## config.mk

```make
export PLATFORM = sky130hd
export DESIGN_NAME = roothub_status
export DESIGN_NICKNAME = d
export VERILOG_FILES = /design/src/rtl/roothub_pkg.sv /design/src/rtl/roothub_port.sv /design/src/rtl/roothub_hub.sv /design/src/rtl/roothub_rdmux.sv /design/src/rtl/roothub_status.sv
export SDC_FILE = /design/constraint.sdc
export NUM_CORES = 1
export LEC_CHECK = 0
export ABC_CLOCK_PERIOD_IN_PS = 7500
export BUFFER_PORTS_ARGS = -buffer_cell sky130_fd_sc_hd__buf_2
export CAP_MARGIN = 5
export CORE_MARGIN = 8
export CORE_UTILIZATION = 45
export CTS_CLUSTER_DIAMETER = 120
export DETAILED_ROUTE_END_ITERATION = 8
export PLACE_DENSITY = 0.69
export SYNTH_ARGS = -nofsm -noshare
export SYNTH_HDL_FRONTEND = slang
export SYNTH_SLANG_ARGS = --single-unit
```

## constraint.sdc

```tcl
create_clock -name clk -period 7.5 [get_ports clk]
set_clock_uncertainty 0.2 [all_clocks]
set_input_delay 1.5 -clock clk [delete_from_list [all_inputs] [get_ports clk]]
set_output_delay 1.5 -clock clk [all_outputs]
set_load 0.1 [all_outputs]
```

## src/rtl/roothub_pkg.sv

```systemverilog
`timescale 1ns/100ps
package roothub_pkg;

    // port word bit positions (software decodes these)
    localparam int PB_CONN     = 0;
    localparam int PB_ENA      = 1;
    localparam int PB_SUSP     = 2;
    localparam int PB_RST      = 4;
    localparam int PB_PWR      = 8;
    localparam int PB_LOW      = 9;
    localparam int PB_CONN_CHG = 16;
    localparam int PB_ENA_CHG  = 17;
    localparam int PB_SUSP_CHG = 18;
    localparam int PB_RST_CHG  = 20;

    // hub word bit positions
    localparam int HB_PWR_OFF  = 0;
    localparam int HB_WAKE_SET = 15;
    localparam int HB_PWR_ON   = 16;
    localparam int HB_WAKE_CLR = 31;

    // descriptor: ports are never individually switched
    localparam int DB_NO_SWITCH = 9;

    // byte addresses
    localparam logic [7:0] ADDR_DESC  = 8'h48;
    localparam logic [7:0] ADDR_HUB   = 8'h50;
    localparam logic [7:0] ADDR_PORT0 = 8'h54;

    typedef struct packed {
        logic conn;
        logic ena;
        logic susp;
        logic rst;
        logic pwr;
        logic low;
        logic conn_chg;
        logic ena_chg;
        logic susp_chg;
        logic rst_chg;
    } port_state_t;

    function automatic logic [31:0] port_image(port_state_t s);
        logic [31:0] w;
        w              = '0;
        w[PB_CONN]     = s.conn;
        w[PB_ENA]      = s.ena;
        w[PB_SUSP]     = s.susp;
        w[PB_RST]      = s.rst;
        w[PB_PWR]      = s.pwr;
        w[PB_LOW]      = s.low;
        w[PB_CONN_CHG] = s.conn_chg;
        w[PB_ENA_CHG]  = s.ena_chg;
        w[PB_SUSP_CHG] = s.susp_chg;
        w[PB_RST_CHG]  = s.rst_chg;
        return w;
    endfunction

endpackage

```

## src/rtl/roothub_port.sv

```systemverilog
`timescale 1ns/100ps
module roothub_port
    import roothub_pkg::*;
#(
    parameter int RST_CYCLES = 12
) (
    input  logic        clk,
    input  logic        rst_n,
    input  logic        attach,
    input  logic        detach,
    input  logic        low_speed,
    input  logic        wr_hit,
    input  logic [31:0] wdata,
    input  logic        all_off,
    input  logic        all_on,
    output logic [31:0] image,
    output logic        bus_rst,
    output logic        changed
);

    localparam int CW = $clog2(RST_CYCLES + 1);

    typedef struct packed {
        port_state_t     st;
        logic [CW-1:0]   cnt;
    } port_regs_t;

    port_regs_t r_q, r_d;
    logic       started;

    function automatic port_state_t power_down(port_state_t s);
        port_state_t o;
        o      = s;
        o.pwr  = 1'b0;
        o.conn = 1'b0;
        o.susp = 1'b0;
        o.rst  = 1'b0;
        return o;
    endfunction

    always_comb begin
        r_d     = r_q;
        started = 1'b0;

        // device events, detach has priority
        if (detach) begin
            if (r_d.st.conn) begin
                r_d.st.conn     = 1'b0;
                r_d.st.conn_chg = 1'b1;
            end
            if (r_d.st.ena) begin
                r_d.st.ena     = 1'b0;
                r_d.st.ena_chg = 1'b1;
            end
        end else if (attach) begin
            r_d.st.conn     = 1'b1;
            r_d.st.conn_chg = 1'b1;
            r_d.st.low      = low_speed;
        end

        // software write
        if (wr_hit) begin
            if (wdata[PB_CONN_CHG]) r_d.st.conn_chg = 1'b0;
            if (wdata[PB_ENA_CHG])  r_d.st.ena_chg  = 1'b0;
            if (wdata[PB_SUSP_CHG]) r_d.st.susp_chg = 1'b0;
            if (wdata[PB_RST_CHG])  r_d.st.rst_chg  = 1'b0;

            if (wdata[PB_CONN]) r_d.st.ena = 1'b0;

            if (wdata[PB_ENA]) begin
                if (r_d.st.conn) r_d.st.ena      = 1'b1;
                else             r_d.st.conn_chg = 1'b1;
            end
            if (wdata[PB_SUSP]) begin
                if (r_d.st.conn) r_d.st.susp     = 1'b1;
                else             r_d.st.conn_chg = 1'b1;
            end
            if (wdata[PB_RST]) begin
                if (r_d.st.conn) begin
                    if (!r_d.st.rst) started = 1'b1;
                    r_d.st.rst = 1'b1;
                end else begin
                    r_d.st.conn_chg = 1'b1;
                end
            end

            // off first, then on: both together leaves the port powered
            if (wdata[PB_LOW]) r_d.st = power_down(r_d.st);
            if (wdata[PB_PWR]) r_d.st.pwr = 1'b1;
        end

        // hub-wide power commands
        if (all_off) r_d.st = power_down(r_d.st);
        if (all_on)  r_d.st.pwr = 1'b1;

        // reset countdown
        if (started) begin
            r_d.cnt = CW'(RST_CYCLES);
        end else if (r_d.st.rst) begin
            if (r_q.cnt == CW'(1)) begin
                r_d.st.rst     = 1'b0;
                r_d.st.ena     = 1'b1;
                r_d.st.rst_chg = 1'b1;
                r_d.cnt        = '0;
            end else begin
                r_d.cnt = r_q.cnt - CW'(1);
            end
        end
    end

    always_ff @(posedge clk) begin
        if (!rst_n) r_q <= '0;
        else        r_q <= r_d;
    end

    assign image   = port_image(r_q.st);
    assign bus_rst = r_q.st.rst;
    assign changed = (r_d.st != r_q.st);

endmodule

```

## src/rtl/roothub_hub.sv

```systemverilog
`timescale 1ns/100ps
module roothub_hub
    import roothub_pkg::*;
(
    input  logic        clk,
    input  logic        rst_n,
    input  logic        wr_hit,
    input  logic [31:0] wdata,
    output logic        wake_en,
    output logic        all_off,
    output logic        all_on,
    output logic        changed
);

    logic wake_q, wake_d;

    always_comb begin
        wake_d = wake_q;
        if (wr_hit) begin
            if (wdata[HB_WAKE_SET]) wake_d = 1'b1;
            if (wdata[HB_WAKE_CLR]) wake_d = 1'b0;
        end
    end

    always_ff @(posedge clk) begin
        if (!rst_n) wake_q <= 1'b0;
        else        wake_q <= wake_d;
    end

    assign wake_en = wake_q;
    assign all_off = wr_hit & wdata[HB_PWR_OFF];
    assign all_on  = wr_hit & wdata[HB_PWR_ON];
    assign changed = (wake_d != wake_q);

endmodule

```

## src/rtl/roothub_rdmux.sv

```systemverilog
`timescale 1ns/100ps
module roothub_rdmux
    import roothub_pkg::*;
#(
    parameter int NUM_PORTS = 4
) (
    input  logic [7:0]                  addr,
    input  logic [NUM_PORTS-1:0][31:0]  images,
    input  logic                        wake_en,
    output logic [31:0]                 rdata
);

    localparam logic [31:0] DESC_WORD = (32'd1 << DB_NO_SWITCH) | 32'(NUM_PORTS);

    always_comb begin
        rdata = '0;
        if (addr == ADDR_DESC) rdata = DESC_WORD;
        if (addr == ADDR_HUB)  rdata[HB_WAKE_SET] = wake_en;
        for (int i = 0; i < NUM_PORTS; i++) begin
            if (addr == 8'(ADDR_PORT0 + 8'(4 * i))) begin
                rdata         = images[i];
                rdata[PB_PWR] = 1'b1;
            end
        end
    end

endmodule

```

## src/rtl/roothub_status.sv

```systemverilog
`timescale 1ns/100ps
module roothub_status
    import roothub_pkg::*;
#(
    parameter int NUM_PORTS  = 4,
    parameter int RST_CYCLES = 12
) (
    input  logic                  clk,
    input  logic                  rst_n,
    input  logic                  reg_wr,
    input  logic [7:0]            reg_addr,
    input  logic [31:0]           reg_wdata,
    output logic [31:0]           reg_rdata,
    input  logic [NUM_PORTS-1:0]  dev_attach,
    input  logic [NUM_PORTS-1:0]  dev_detach,
    input  logic [NUM_PORTS-1:0]  dev_low_speed,
    output logic [NUM_PORTS-1:0]  bus_reset_req,
    output logic                  status_chg
);

    logic [NUM_PORTS-1:0][31:0] images;
    logic [NUM_PORTS-1:0]       port_chg;
    logic                       hub_hit, hub_chg, wake_en, all_off, all_on;
    logic                       pulse_d, pulse_q;

    assign hub_hit = reg_wr && (reg_addr == ADDR_HUB);

    roothub_hub u_hub (
        .clk     (clk),
        .rst_n   (rst_n),
        .wr_hit  (hub_hit),
        .wdata   (reg_wdata),
        .wake_en (wake_en),
        .all_off (all_off),
        .all_on  (all_on),
        .changed (hub_chg)
    );

    for (genvar g = 0; g < NUM_PORTS; g++) begin : g_port
        logic hit;
        assign hit = reg_wr && (reg_addr == 8'(ADDR_PORT0 + 8'(4 * g)));

        roothub_port #(.RST_CYCLES(RST_CYCLES)) u_port (
            .clk       (clk),
            .rst_n     (rst_n),
            .attach    (dev_attach[g]),
            .detach    (dev_detach[g]),
            .low_speed (dev_low_speed[g]),
            .wr_hit    (hit),
            .wdata     (reg_wdata),
            .all_off   (all_off),
            .all_on    (all_on),
            .image     (images[g]),
            .bus_rst   (bus_reset_req[g]),
            .changed   (port_chg[g])
        );
    end

    roothub_rdmux #(.NUM_PORTS(NUM_PORTS)) u_rdmux (
        .addr    (reg_addr),
        .images  (images),
        .wake_en (wake_en),
        .rdata   (reg_rdata)
    );

    always_comb begin
        pulse_d = (|port_chg) | hub_chg;
    end

    always_ff @(posedge clk) begin
        if (!rst_n) pulse_q <= 1'b0;
        else        pulse_q <= pulse_d;
    end

    assign status_chg = pulse_q;

endmodule

```

==> results of run 1 <==
[layout make-up]
cell class	instances	area, µm²
Clock buffer	13	149
Clock inverter	3	15.0
Fill cell	859	4280
Inverter	20	75.1
Multi-Input combinational cell	420	2570
Sequential cell	58	1160
Tap cell	108	135
Timing Repair Buffer	56	295
[layer usage]
metal	share of wire, %	up-vias
met5	0	-
met2	47	225
met1	41	2003
met4	2.9	0
li1	-	1985
met3	8.5	28
[sequential cells by signal, indices dropped and copies added, names as in the netlist]
register	count
g_port.u_port.r_q	16
g_port.u_port.image	36
u_hub.wake_en	1
g_port.u_port.bus_rst	4
status_chg	1
[placed cells by master (no fill, tap or decap), types with 5 or more instances in the layout]
master / n
nand3_1: 15
a31oi_1: 10
o22ai_1: 10
nor3_1: 20
nand2b_1: 6
nor2_1: 59
ha_1: 8
conb_1: 21
dfxtp_1: 58
buf_4: 6
inv_1: 19
or4_1: 5
a22oi_1: 9
nor3b_1: 6
nor4_1: 6
or3_1: 6
a211oi_1: 14
nand2_1: 51
and3_1: 5
buf_2: 50
nand4_1: 9
mux2i_1: 13
a21oi_1: 49
o21ai_0: 13
nand3b_1: 7
clkbuf_8: 10
[cell families (layout without fill, tap and decap cells)]
logic type	count (synthesis)	in the layout	share of synthesized area [%]
AO/OA/AOI/OAI	149	149	25.2
XOR/XNOR	8	8	1.75
adder cells (fa/ha/maj)	8	8	2.50
buffers and inverters	67	92	8.77
flip-flops	58	58	29.1
multiplexers	16	16	4.10
other	1	21	0.0938
AND/OR/NAND/NOR	218	218	28.6
[final timing paths]
kind,from,end,cells after the start
max,reg_addr[2],reg_rdata[2],8
min,g_port[0].u_port.image[18],g_port[0].u_port.image[18],2
max reg2reg,g_port[0].u_port.r_q[0],status_chg,7
min reg2reg,g_port[0].u_port.image[18],g_port[0].u_port.image[18],2
[power by group through the flow]
stage	combinational [µW]	sequential, µW	clock (µW)
after floorplan	106	325	0
after global placement	131	324	0
after detailed placement	132	324	0
after CTS	133	317	257
after global routing	142	318	270
final	135	317	253
[worst min-delay path: cells and delay by family (launching register included)]
family,cells,cell delay (ps)
flip-flops,1,330
AND/OR/NAND/NOR,1,60
AO/OA/AOI/OAI,1,30
[through the flow]
stage	cell area, µm²	std cells	hold WS [ps]	setup WS [ps]	utilization (%)
floorplan	4070	545	225	1430	-
global placement	4230	662	238	1750	48.8
detailed placement	4230	662	246	1740	48.8
global route	4400	678	287	1580	50.7
finish	4400	678	253	1700	50.7
CTS	4400	678	255	1740	50.7
==> results.py, run 1 <==
metrics = {
    "routing": {
        "drt_iter0_markers": 433,
        "finalWirelength_mm": 13.3,
        "post-route-drc-count": 0,
        "vias_per_cell": 6.26,
        "ant_nets": 0,
        "routedWlPerCell_um": 19.7,
        "vias": 4241,
        "drt_first_pass_iters": 5,
    },
    "timing": {
        "tns_ps": 0,
        "tightest_slew_ps": 827,
        "slew_headroom_pct": 44.7,
        "slew_viol_final": 0,
        "hold_violations": 0,
        "fin_crit_sh_pct": 77.4,
        "post-route-min-period_ps": 5800,
        "fmaxAchievable_mhz": 172,
        "setup_viol_count_final": 0,
        "grt_setup_unrepaired": "false",
    },
    "power": {
        "p_clk_share_pct": 35.9,
        "power_uw": 706,
        "ir_drop_v": 0.000102,
        "p_sw_uw": 236,
        "p_per_area_nw_per_um2": 161,
        "power_frac_comb_pct": 19.1,
        "leakage_uw": 0.00170,
        "seqPwrFrac_pct": 45.0,
        "p_int_uw": 470,
        "p_sw_share_pct": 33.4,
    },
    "global_routing": {
        "grt_max_degree": 38,
        "top_usage_layer": "met2",
        "grt_use_met1_pct": 27.5,
        "gr-usage-met3_pct": 5.52,
        "grt-ovfl-total": 0,
        "antenna_found_initial": 0,
        "grt_pass1_wl_mm": 20.9,
        "first_global_vias": 4014,
        "grt_usage_pct": 22.2,
        "gr-usage-met2_pct": 35.7,
    },
    "synthesis": {
        "async_flop_share_pct": 0,
        "syn_area_um2": 4000,
        "ys.flop_type": "dfxtp_1",
        "synth_cell_types": 69,
        "yosysWarningCount": 0,
        "ys_seq_area_share_pct": 29.1,
        "netlist_top_cells_area": "dfxtp_1, a21oi_1, nor2_1, nand2_1, buf_4",
        "synth_edf_count": 0,
        "yosys.area.top_type": "dfxtp_1",
        "ys_ff_latch": 58,
        "syn_inst": 525,
        "synth.avg_cell_area_um2": 7.61,
        "yosysMostFrequentCell": "nor2_1",
        "synth_common_cells": "nor2_1, dfxtp_1, nand2_1",
        "synth.top_cell.area_share_pct": 29.1,
    },
    "die": {
        "die_y_um": 110,
        "std_cell_rows": 34,
        "die_area_um2": 12200,
        "top_level_ports": 92,
        "die_w_um": 110,
        "start_util_pct": 46.0,
        "coreArea_um2": 8680,
    },
    "critical_path": {
        "ff2ff_setup_slack_ps": 4150,
        "critPathRequiredTime_ps": 5800,
        "worstSetupPathType": "input port to primary output",
        "max_stage_delay_ps": 710,
        "end_kind": "primary output",
        "crit_top_cell": "buf_2",
        "crit_buf_inv": 2,
        "path_cells": "buf_2 -> or4_1 -> nor3_1 -> nor2_1 -> o21ai_0 -> a21oi_1 -> a221o_1 -> buf_2",
        "crit_arrival_ps": 4100,
        "crit_family": "simple AND/OR/NAND/NOR gates",
        "cp_max_fo": 14,
        "cp-start-kind": "input port",
        "cp_slowest_cell": "or4_1",
    },
    "placement": {
        "dpl.hpwl_mm": 10.1,
        "portBuffers": 50,
        "place_congestion": 1.03,
    },
    "clock_network": {
        "ctsRootBufferMaster": "clkbuf_8",
        "cts_max_path_buffers": 2,
        "post-cts-setup-buffers": 0,
        "clock-sinks": 58,
        "htree_levels": 3,
        "cts.repair.resized": 0,
        "cts_tree": "yes",
        "cts_hold_buf": 0,
        "clkLatencyLatePin_ps": 350,
        "numCtsBuffers": 9,
        "clkTransAtPathRegs_ps": 70,
    },
    "job": {
        "drv_cap": 0,
    },
    "run_status": {
        "status": "finished clean",
    },
    "finish": {
        "nets": 628,
        "area_growth_pct": 10.0,
        "drive_gt1_share_pct": 14.9,
        "antenna_cells": 0,
    },
    "worst_hold_path": {
        "hp-class": "flop to flop",
    },
}
Power figures use the tool's default switching activity.
==> run 2, diff against run 1 <==
- ABC_AREA: unset -> 1
- ABC_CLOCK_PERIOD_IN_PS: 7500 -> 5000
- PLACE_DENSITY: 0.69 -> 0.7
- clock period: 7.5 -> 5 ns (I/O delays scaled with it)
==> results.py, run 2 <==
metrics = {
    "critical_path": {
        "cp_max_fo": 12,
        "r2r_cells": 14,
        "worstSetupPathType": "input port to primary output",
        "crit_path_start": "reg_addr[1]",
        "crit_family": "simple AND/OR/NAND/NOR gates",
        "cp_slowest_cell": "nor2_2",
        "crit_buf_inv": 2,
        "path_depth": 7,
        "crit_path_end": "reg_rdata[1]",
        "path_cells": "buf_2 -> nor2_2 -> nand2_1 -> nor2_2 -> nand2_1 -> o2111ai_1 -> buf_2",
        "max_stage_delay_ps": 550,
        "critPathRequiredTime_ps": 3800,
        "cp-start-kind": "input port",
        "end_kind": "primary output",
        "crit_arrival_ps": 2660,
        "r2r-start": "g_port[2].u_port.image[0]",
        "r2r-end": "status_chg",
        "ff2ff_setup_slack_ps": 2480,
    },
    "synthesis": {
        "yosys-mux-area-fraction_pct": 0,
        "synth_top_family_by_area": "simple AND/OR/NAND/NOR gates",
        "synth-xor-area-share_pct": 1.79,
        "ys_seq_area_share_pct": 26.3,
        "netlist_top_cells_area": "dfxtp_1, nand2_1, inv_1, nand3_1, nor2_1",
        "async_flop_share_pct": 0,
        "syn_area_um2": 4410,
        "synth_edf_count": 0,
        "synth_cell_types": 42,
        "synth.top_cell.area_share_pct": 26.3,
        "yosys.area.top_type": "dfxtp_1",
        "synth.avg_cell_area_um2": 6.27,
        "yosysWarningCount": 0,
        "ys.flop_type": "dfxtp_1",
        "yosysMostFrequentCell": "nand2_1",
        "syn_inst": 704,
        "synth_common_cells": "nand2_1, inv_1, nor2_1",
        "synth-compound-area-share_pct": 13.7,
        "ys_ff_latch": 58,
        "synth-simple-area-share_pct": 40.7,
        "synthAdderAreaFrac_pct": 2.27,
    },
    "routing": {
        "drt_first_pass_iters": 5,
        "vias_per_cell": 5.34,
        "vias": 4730,
        "ant_nets": 0,
        "routedWlPerCell_um": 15.4,
        "finalWirelength_mm": 13.6,
        "drt_iter0_markers": 324,
        "post-route-drc-count": 0,
    },
    "finish": {
        "antenna_cells": 0,
        "most-common-layout-cells": "nand2_1, inv_1, nor2_1",
        "largest_reg_flops": 36,
        "postLayoutCoreUtil_pct": 50.6,
        "nets": 810,
        "area_growth_pct": 10.6,
        "n_fill_cell": 1022,
        "drive_gt1_share_pct": 16.0,
        "mostFrequentLayoutCell": "nand2_1",
    },
    "die": {
        "std_cell_rows": 36,
        "die_y_um": 115,
        "die_w_um": 115,
        "start_util_pct": 45.8,
        "top_level_ports": 92,
        "die_area_um2": 13200,
        "coreArea_um2": 9640,
    },
    "power": {
        "p_int_uw": 815,
        "ir_drop_v": 0.000148,
        "seqPwrFrac_pct": 40.1,
        "leakage_uw": 0.00229,
        "p_per_area_nw_per_um2": 243,
        "power_frac_comb_pct": 16.7,
        "p_sw_share_pct": 31.2,
        "p_sw_uw": 370,
        "power_uw": 1180,
        "p_clk_share_pct": 43.2,
    },
    "timing": {
        "tightest_slew_ps": 767,
        "slew_headroom_pct": 48.5,
        "hold_violations": 0,
        "fin_crit_sh_pct": 77.2,
        "post-route-min-period_ps": 3860,
        "slew_viol_final": 0,
        "setup_viol_count_final": 0,
        "tns_ps": 0,
        "fmaxAchievable_mhz": 259,
        "grt_setup_unrepaired": "false",
    },
    "clock_network": {
        "htree_levels": 3,
        "cts.repair.resized": 0,
        "numCtsBuffers": 9,
        "clkLatencyLatePin_ps": 350,
        "cts_tree": "yes",
        "post-cts-setup-buffers": 0,
        "clkTransAtPathRegs_ps": 60,
        "ctsRootBufferMaster": "clkbuf_8",
        "cts_max_path_buffers": 2,
        "cts_hold_buf": 0,
        "clock-sinks": 58,
    },
    "global_routing": {
        "grt-ovfl-total": 0,
        "grt_pass1_wl_mm": 21.7,
        "grt_max_degree": 25,
        "first_global_vias": 4477,
        "antenna_found_initial": 0,
        "grt_usage_pct": 20.9,
    },
    "run_status": {
        "status": "finished clean",
    },
    "placement": {
        "portBuffers": 50,
        "dpl.hpwl_mm": 10.4,
        "place_congestion": 0.908,
    },
    "worst_hold_path": {
        "hp-class": "flop to flop",
    },
    "job": {
        "drv_cap": 0,
    },
}
==> run 2: cell count changes after synthesis, sizes merged, moves of 13 or more <==
| cell | delta |
|---|---|
| nand2 | +131 |
| inv | +86 |
| nand3 | +53 |
| nor2 | +36 |
| o21ai | +21 |
| mux2i | -13 |
==> run 2: how the worst min path moves through the flow <==
stage	startpoint	to	cells after the start	slack [ps]
after floorplan	g_port[0].u_port.image[18]	g_port[0].u_port.image[18]	2	230
after global placement	g_port[2].u_port.image[18]	g_port[2].u_port.image[18]	2	240
after detailed placement	g_port[2].u_port.image[18]	g_port[2].u_port.image[18]	2	240
after CTS	g_port[0].u_port.image[18]	g_port[0].u_port.image[18]	2	260
after global routing	g_port[0].u_port.image[18]	g_port[0].u_port.image[18]	2	270
final	g_port[0].u_port.image[18]	g_port[0].u_port.image[18]	2	260
==> run 2: cell families after synthesis <==
family	count (synthesis)
compound gates	101
fa+ha+maj	8
simple gates	379
buf+inv	148
xor+xnor	9
other cells	1
flops	58
==> run 2: routing by layer <==
metal  vias up  global-route usage, %  wire length [µm]
met5         -                      0                 0
met4         0                   10.9               545
met3        36                   4.15              1240
met1      2161                   25.1              5640
met2       224                   34.5              6210
li1       2309                      -                 -
==> run 2: power by group through the flow <==
| stage | combinational [µW] | sequential [µW] | clock [µW] |
|---|---|---|---|
| after floorplan | 160 | 487 | 0 |
| after global placement | 192 | 485 | 0 |
| after detailed placement | 194 | 485 | 0 |
| after CTS | 194 | 474 | 517 |
| after global routing | 211 | 475 | 539 |
| final | 198 | 475 | 512 |
==> run 2: per-stage QoR <==
stage                     setup slack, ps  area, µm²  cells  hold WS (ps)
after floorplan                       753       4490    724           226
after global placement               1190       4650    869           237
after detailed placement             1170       4650    869           245
after CTS                            1170       4880    885           255
after global routing                 1040       4880    885           271
final                                1140       4880    885           256
==> run 2: area by class of cell <==
cell class,instances,area [µm²],share of cell area [%]
Clock buffer,12,155,3.18
Clock inverter,4,73.8,1.51
Sequential cell,58,1160,23.8
Tap cell,133,166,3.41
Inverter,109,409,8.38
Timing Repair Buffer,51,258,5.28
Multi-Input combinational cell,518,2660,54.4
==> run 2: worst min-delay path, cell delays in order, from the launching register on <==
cell	delay (ps)
dfxtp_1	320
nand2_1	60
a21oi_1	30
